File: src/rtl/opbyp_pkg.sv
package opbyp_pkg;
   typedef enum logic [1:0] {
      SRC_RF    = 2'd0,
      SRC_BUS   = 2'd1,
      SRC_LATCH = 2'd2
   } opbyp_src_e;

   function automatic int unsigned idx_width(input int unsigned n);
      return (n > 1) ? $clog2(n) : 1;
   endfunction
endpackage

File: src/rtl/opbyp_match.sv
module opbyp_match #(
   parameter int unsigned NUM_BUS = 3,
   parameter int unsigned REG_W   = 5,
   parameter int unsigned TAG_W   = 4,
   parameter int unsigned DATA_W  = 64
) (
   input  logic [REG_W-1:0]                  want_reg,
   input  logic [TAG_W-1:0]                  want_tag,
   input  logic [NUM_BUS-1:0]                bus_valid,
   input  logic [NUM_BUS-1:0]                bus_wen,
   input  logic [NUM_BUS-1:0]                bus_slow,
   input  logic [NUM_BUS-1:0][REG_W-1:0]     bus_reg,
   input  logic [NUM_BUS-1:0][TAG_W-1:0]     bus_tag,
   input  logic [NUM_BUS-1:0][DATA_W-1:0]    bus_data,
   output logic                              any_hit,
   output logic                              recent_hit,
   output logic [DATA_W-1:0]                 hit_data
);
   logic [NUM_BUS-1:0] hit;
   logic [NUM_BUS-1:0] hit_recent;

   for (genvar b = 0; b < NUM_BUS; b++) begin : g_bus
      assign hit[b]        = bus_valid[b] & bus_wen[b] & ~bus_slow[b] &
                             (bus_reg[b] == want_reg);
      assign hit_recent[b] = hit[b] & (bus_tag[b] == want_tag);
   end

   // lowest index is the youngest producer and wins
   always_comb begin
      hit_data = '0;
      for (int b = NUM_BUS - 1; b >= 0; b--) begin
         if (hit[b]) hit_data = bus_data[b];
      end
   end

   assign any_hit    = |hit;
   assign recent_hit = |hit_recent;
endmodule

File: src/rtl/opbyp_slot.sv
module opbyp_slot
   import opbyp_pkg::*;
#(
   parameter int unsigned DATA_W = 64
) (
   input  logic              clk,
   input  logic              rst_n,
   input  logic              dec_new,
   input  logic              need,
   input  logic              any_hit,
   input  logic              recent_hit,
   input  logic [DATA_W-1:0] hit_data,
   input  logic              cmp_hit,
   input  logic              cmp_wen,
   input  logic [DATA_W-1:0] rf_data,
   output logic [DATA_W-1:0] data,
   output logic              stall
);
   logic              lat_vld_q, done_q, rf_use_q;
   logic [DATA_W-1:0] lat_data_q;
   logic              lat_vld, done, rf_use, resolved;
   opbyp_src_e        src;

   assign lat_vld  = lat_vld_q & ~dec_new;
   assign done     = done_q    & ~dec_new;
   assign rf_use   = rf_use_q  & ~dec_new;
   assign resolved = done | recent_hit | cmp_hit;
   assign stall    = need & ~resolved;

   always_comb begin
      if (!need)                          src = SRC_RF;
      else if (any_hit)                   src = SRC_BUS;
      else if ((cmp_hit & cmp_wen) | rf_use) src = SRC_RF;
      else if (lat_vld)                   src = SRC_LATCH;
      else                                src = SRC_RF;
   end

   always_comb begin
      unique case (src)
         SRC_BUS:   data = hit_data;
         SRC_LATCH: data = lat_data_q;
         default:   data = rf_data;
      endcase
   end

   always_ff @(posedge clk) begin
      if (!rst_n) begin
         lat_vld_q  <= 1'b0;
         done_q     <= 1'b0;
         rf_use_q   <= 1'b0;
         lat_data_q <= '0;
      end else begin
         lat_vld_q  <= lat_vld | any_hit;
         done_q     <= resolved;
         rf_use_q   <= (rf_use | (cmp_hit & cmp_wen)) & ~any_hit;
         if (any_hit) lat_data_q <= hit_data;
      end
   end
endmodule

File: src/rtl/opbyp_top.sv
module opbyp_top #(
   parameter int unsigned NUM_OPS = 3,
   parameter int unsigned NUM_BUS = 3,
   parameter int unsigned REG_W   = 5,
   parameter int unsigned TAG_W   = 4,
   parameter int unsigned DATA_W  = 64
) (
   input  logic                           clk,
   input  logic                           rst_n,
   input  logic                           dec_new,
   input  logic [NUM_OPS-1:0]             op_req,
   input  logic [NUM_OPS-1:0]             op_pending,
   input  logic [NUM_OPS-1:0][REG_W-1:0]  op_reg,
   input  logic [NUM_OPS-1:0][TAG_W-1:0]  op_tag,
   input  logic [NUM_OPS-1:0][DATA_W-1:0] rf_data,
   input  logic [NUM_BUS-1:0]             bus_valid,
   input  logic [NUM_BUS-1:0]             bus_wen,
   input  logic [NUM_BUS-1:0]             bus_slow,
   input  logic [NUM_BUS-1:0][REG_W-1:0]  bus_reg,
   input  logic [NUM_BUS-1:0][TAG_W-1:0]  bus_tag,
   input  logic [NUM_BUS-1:0][DATA_W-1:0] bus_data,
   input  logic                           cmp_valid,
   input  logic [TAG_W-1:0]               cmp_tag,
   input  logic                           cmp_wen,
   output logic [NUM_OPS-1:0][DATA_W-1:0] opnd_data,
   output logic [NUM_OPS-1:0]             opnd_stall
);
   localparam int unsigned SEL_W = opbyp_pkg::idx_width(NUM_BUS);

   if (NUM_OPS < 1 || NUM_BUS < 1 || REG_W < 1 || TAG_W < 1 || DATA_W < 1 ||
       SEL_W > 8) begin : g_bad_cfg
      $error("opbyp_top: unsupported parameter set");
   end

   for (genvar i = 0; i < NUM_OPS; i++) begin : g_op
      logic              any_hit, recent_hit, cmp_hit;
      logic [DATA_W-1:0] hit_data;

      assign cmp_hit = cmp_valid & (cmp_tag == op_tag[i]);

      opbyp_match #(
         .NUM_BUS(NUM_BUS), .REG_W(REG_W), .TAG_W(TAG_W), .DATA_W(DATA_W)
      ) match_i (
         .want_reg   (op_reg[i]),
         .want_tag   (op_tag[i]),
         .bus_valid  (bus_valid),
         .bus_wen    (bus_wen),
         .bus_slow   (bus_slow),
         .bus_reg    (bus_reg),
         .bus_tag    (bus_tag),
         .bus_data   (bus_data),
         .any_hit    (any_hit),
         .recent_hit (recent_hit),
         .hit_data   (hit_data)
      );

      opbyp_slot #(.DATA_W(DATA_W)) slot_i (
         .clk        (clk),
         .rst_n      (rst_n),
         .dec_new    (dec_new),
         .need       (op_req[i] & op_pending[i]),
         .any_hit    (any_hit),
         .recent_hit (recent_hit),
         .hit_data   (hit_data),
         .cmp_hit    (cmp_hit),
         .cmp_wen    (cmp_wen),
         .rf_data    (rf_data[i]),
         .data       (opnd_data[i]),
         .stall      (opnd_stall[i])
      );
   end
endmodule

File: config.mk
export PLATFORM = sky130hd
export DESIGN_NAME = opbyp_top
export DESIGN_NICKNAME = d
export VERILOG_FILES = /design/src/rtl/opbyp_pkg.sv /design/src/rtl/opbyp_match.sv /design/src/rtl/opbyp_slot.sv /design/src/rtl/opbyp_top.sv
export SDC_FILE = /design/constraint.sdc
export NUM_CORES = 1
export LEC_CHECK = 0
export BUFFER_PORTS_ARGS = -buffer_cell sky130_fd_sc_hd__buf_4
export CAP_MARGIN = 20
export CORE_AREA = 2 2 256 258
export CTS_CLUSTER_DIAMETER = 50
export DETAILED_ROUTE_END_ITERATION = 12
export DIE_AREA = 0 0 258 260
export RECOVER_POWER = 100
export SYNTH_ARGS = -nofsm -noshare
export SYNTH_HDL_FRONTEND = slang
export SYNTH_SLANG_ARGS = --single-unit
File: constraint.sdc
create_clock -name clk -period 3.28 [get_ports clk]
set_input_delay 0.492 -clock clk [delete_from_list [all_inputs] [get_ports clk]]
set_output_delay 0.492 -clock clk [all_outputs]
set_load 0.02 [all_outputs]
## After elaboration in Yosys (flattened, before gate mapping)

Index checks and enable logic that the tools add are counted.

- Equal/unequal tests: 27
- Muxes and demuxes: 24
- Bitwise operators: 70
- Reductions and logical operators: 6

Operator list:

| operator | count |
|---|---|
| two-way mux 64 bit | 9 |
| one-hot mux 64 bit (2 select lines) | 3 |
| AND 1 bit | 48 |
| == test 4 bit | 12 |
| == test 5 bit | 9 |
| two-way mux 2 bit | 12 |
| OR reduction 3 bit | 6 |
| OR 1 bit | 12 |
| inverter 1 bit | 10 |
| == test 2 x 1 -> 1 bit (second input constant) | 3 |
| == test 2 bit (second input constant) | 3 |

- Bits in registers: 201
- Bits of input ports: 462
- Output and inout bits: 195
- Word-level logic and storage cells: 139

## Depth between registers and ports, before layout

- Word-level depth: 9
- Gate-level depth with buffers: 10
- Gate-level depth less buffers: 6

## By module

From an unflattened synthesis, not the netlist that was laid out.

- Cell total of the unflattened synthesis: 2984
- Area, all modules: 23149.7 um2

By module, submodules not included:

| module | times used | cells an instance | area each (um2) | seq. area each (um2) |
|---|---|---|---|---|
| opbyp_slot | 3 | 604 | 5111.2 | 1341.3 |
| opbyp_match | 3 | 382 | 2543.7 | 0.0 |
| opbyp_top | 1 | 26 | 185.2 | 0.0 |

## Worst setup path before layout

OpenSTA, ideal clock, no wires.

- Kind: input to output
- From: input bus_slow[1]
- To: output opnd_data[10] (netlist bit)
- Data arrival time: 2.421 ns
- Data required time: 2.788 ns
- Setup slack: 0.367 ns
- Stages: 8
- Buffers on the path: 2
- Cell sequence: nand3b_1 -> or4_4 -> o211a_1 -> buf_6 -> buf_8 -> a221oi_1 -> nor3_1 -> a221o_1

RTL lines:

| item | RTL line | text |
|---|---|---|
| start, declared | opbyp_top.sv:18 | `input logic [NUM_BUS-1:0] bus_slow,` |
| end, declared | opbyp_top.sv:25 | `output logic [NUM_OPS-1:0][DATA_W-1:0] opnd_data,` |

==> metrics.md <==
| Metric | Value |
|---|---|
| Die width | `258 µm` |
| Syn Inst Count | `about 1800` |
| GPL Wtd Cong | `between 0.9 and 1` |
| Core area | `roughly 64000 µm²` |
| Worst IR Drop VDD | `between 0.2 and 0.3 mV` |
| Synth cell types | `53` |
| Slew headroom | `under 10%` |
| Largest net degree at the start of global routing | `66` |
| H-tree Lvls | `2` |
| TritonCTS buffer count | `37` |
| Outcome | `finished with violations` |
| RSZ-0062 raised after global routing | `true` |
| Syn_area_per_cell | `between 8 and 9 µm²` |
| DRT iter0 DRCs | `1843` |
| Period utilization | `101%` |
| Initial antenna violation count | `7` |
| Endpoint class of the critical path | `output port` |
| Leak | `approximately 0.0097 µW` |
| First-pass GRT wire length | `between 100000 and 150000 µm` |
| Crit path DAT | `roughly 2800 ps` |
| Max Slew Vio Count | `0` |
| Worst Skew | `0 ps` |
| R2r setup slk | `2340 ps` |
| Ys flop type | `dfxtp_1` |
| DIE AREA | `roughly 67000 µm²` |
| Post-DP HPWL | `roughly 65000 µm` |
| Hold Path Sink | `g_op[1].slot_i.lat_data_q[30]` |
| Rows | `93` |
| Reg2Reg Capture Point | `g_op[2].slot_i.done_q` |
| CTS root buf | `clkbuf_16` |
| Failing checks | `negative setup slack` |
| Synth top cells by count | `269 x nor2_1, 201 x dfxtp_1, 196 x a221o_1, 174 x a221oi_1, 141 x nand2_1` |
| Startpoint Class | `input port` |
| Hold bufs inserted after CTS | `0` |
| DRT Wirelength | `~93000 µm` |
| Final setup vio count | `16` |
| Async SR Flop Fraction | `0%` |
| #FFs+latches synth | `roughly 200` |
| Post-synthesis sequential area ratio | `28.3%` |
| Actual slew at the worst max-slew pin | `1410 ps` |
| Max Freq | `roughly 300 MHz` |
| Share of layout cells above drive strength 1 | `a little over two fifths` |
| ANT nets after route | `0` |
| Max Cap Viol | `0` |
| DP Area | `roughly 21000 µm²` |
| Pwr Total | `approximately 8000 µW` |
| Warnings, synthesis | `0` |
| Synth top area share | `28.3%` |
| Vias | `19400` |
| Hold crit path type | `input port to flip-flop` |
| Worst R2R Path Depth | `2` |
| I/O pin cnt | `657` |
| Total gr overflow | `0` |
| Synth-to-layout area growth | `66.9%` |
| Reg clk slew, reported paths | `roughly 50 ps` |
| Pwr Density | `about 340 nW/µm²` |
| Synthesized Nets | `2222` |
| DR vias/cell | `around 5.8` |
| R2r startpoint | `g_op[2].slot_i.done_q` |
| Final net count | `roughly 2900` |
| Count leader, synth | `nor2_1` |
| Area leader, netlist | `dfxtp_1` |
| Vias in the first global route | `19300` |
| Post-Syn Area | `14200 µm²` |
| Initial Util | `22.2%` |
| Number of flops mapped to enable cells by yosys | `0` |
| DR WL/cell | `between 20 and 30 µm` |
| Setup ws final | `-39.3 ps` |
| Fin area | `between 20000 and 25000 µm²` |
| Crit Path Category | `input port to output port` |
| GRT Util Overall | `around 25%` |
| DRC Markers | `0` |
| Req. time, crit path | `roughly 2800 ps` |
| Hold Path Stages | `3` |
| Number of port buffers | `656` |
| Synth top area cells | `dfxtp_1 28%, a221o_1 14%, a221oi_1 11%, nor2_1 7.1%, a22o_1 5.1%` |
| Final Hold Viols | `0` |
| Largest fanout on the critical path | `6` |
| Clock sinks | `roughly 200` |
| Clock latency on the worst-skew pair | `540 ps` |
| CTS tree | `built` |
| Die H | `260 µm` |
| Hold_sp | `bus_data[30]` |
| Max Buffers Root-to-Sink | `3` |
| Final min period | `3320 ps` |
| Router iterations before antenna repair | `6` |
[power by group]
part	internal, µW	switching [µW]
combinational	771	813
clock	2560	1430
sequential	2450	0.973
total	5780	2240
[routing by layer]
layer  vias up  GRT usage, %  part of all wire [%]
li1       8326             -                     -
met1      9263          29.9                    38
met2      1397          43.4                    47
met3       367          4.50                   8.9
met4         4          13.0                   5.7
met5         -             0                 0.026
[area by class of cell]
cell class | instances | area [µm²]
Multi-Input combinational cell | 1353 | 10100
Fill cell | 6513 | 40400
Antenna cell | 2 | 5.00
Clock inverter | 10 | 119
Sequential cell | 201 | 4020
Tap cell | 855 | 1070
Timing Repair Buffer | 846 | 7210
Clock buffer | 54 | 1140
Inverter | 15 | 56.3
[state kept, by name, indices dropped and copies added (netlist names)]
register / cells
g_op.slot_i.done_q: 3
g_op.slot_i.lat_data_q: 192
g_op.slot_i.lat_vld_q: 3
g_op.slot_i.rf_use_q: 3
[how the worst max path moves through the flow]
| stage | startpoint | endpoint | slack, ps | depth (start not counted) |
|---|---|---|---|---|
| floorplan | bus_slow[1] | opnd_data[10] | 370 | 8 |
| global route | bus_reg[9] | opnd_data[125] | -90 | 14 |
| global placement | bus_slow[1] | opnd_data[137] | -100 | 9 |
| finish | bus_reg[9] | opnd_data[125] | -40 | 14 |
| CTS | bus_reg[9] | opnd_data[89] | -50 | 12 |
| detailed placement | bus_slow[1] | opnd_data[39] | -70 | 10 |
[placed cells by master (no fill, tap or decap), drive strengths merged, types with 2 or more instances in the layout]
master / synthesis / final
a2111oi: 2 / 2
a211oi: 2 / 2
a21o: 2 / 2
a21oi: 6 / 6
a221o: 196 / 196
a221oi: 175 / 175
a222oi: 3 / 3
a22o: 82 / 82
a22oi: 4 / 4
and2: 88 / 88
and3b: 2 / 2
buf: 88 / 837
bufinv: 0 / 2
clkbuf: 103 / 63
clkinv: 1 / 6
dfxtp: 201 / 201
diode: 0 / 2
inv: 14 / 17
nand2: 141 / 141
nand2b: 2 / 2
nand3: 2 / 2
nand4: 2 / 2
nor2: 271 / 271
nor2b: 2 / 2
nor3: 97 / 97
nor4: 18 / 18
nor4b: 2 / 2
o211a: 5 / 5
o21ai: 34 / 34
o221ai: 13 / 13
o311a: 2 / 2
o31ai: 93 / 93
or2: 4 / 4
xnor2: 24 / 24
xor2: 69 / 69
[kinds of logic (layout without fill, tap and decap cells)]
| kind of cell | count (synthesis) | in the layout | share of synthesized area (%) |
|---|---|---|---|
| simple gates | 636 | 636 | 20.2 |
| xor+xnor | 93 | 93 | 5.73 |
| flops | 201 | 201 | 28.3 |
| compound gates | 624 | 624 | 38.5 |
| buf+inv | 206 | 925 | 7.26 |
| other cells | 0 | 2 | 0 |
[critical path: stages]
cell     delay (ps)
buf_8           100
buf_6           110
xor2_2          130
nor4_2           70
buf_4           150
and2_4          180
buf_12          130
nor4b_4         390
nor2_4          110
buf_12          160
buf_12          120
buf_12          140
a221o_1         360
buf_6           150
[stage by stage]
step / setup TNS, ps / cells / utilization, % / worst slack [ps] / hold slack (ps)
after detailed placement: -1530 / 3242 / 33.0 / -73.0 / 441
after CTS: -1260 / 3307 / 35.1 / -46.1 / 263
after global placement: -2960 / 3242 / 33.0 / -98.6 / 435
after global routing: -1440 / 3336 / 37.0 / -92.6 / 311
final: -206 / 3336 / 37.0 / -39.3 / 307
after floorplan: 0 / 1760 / - / 367 / 425
[timing repair]
item,4_1_cts,5_1_grt
cloned,0,10
pin swaps,1,31
gates resized for setup,10,141
hold endpoints to repair,0,0
buffers inserted,1,19
endpoints found under the setup margin,89,181
Note: power is estimated with default switching activity, not from simulation.
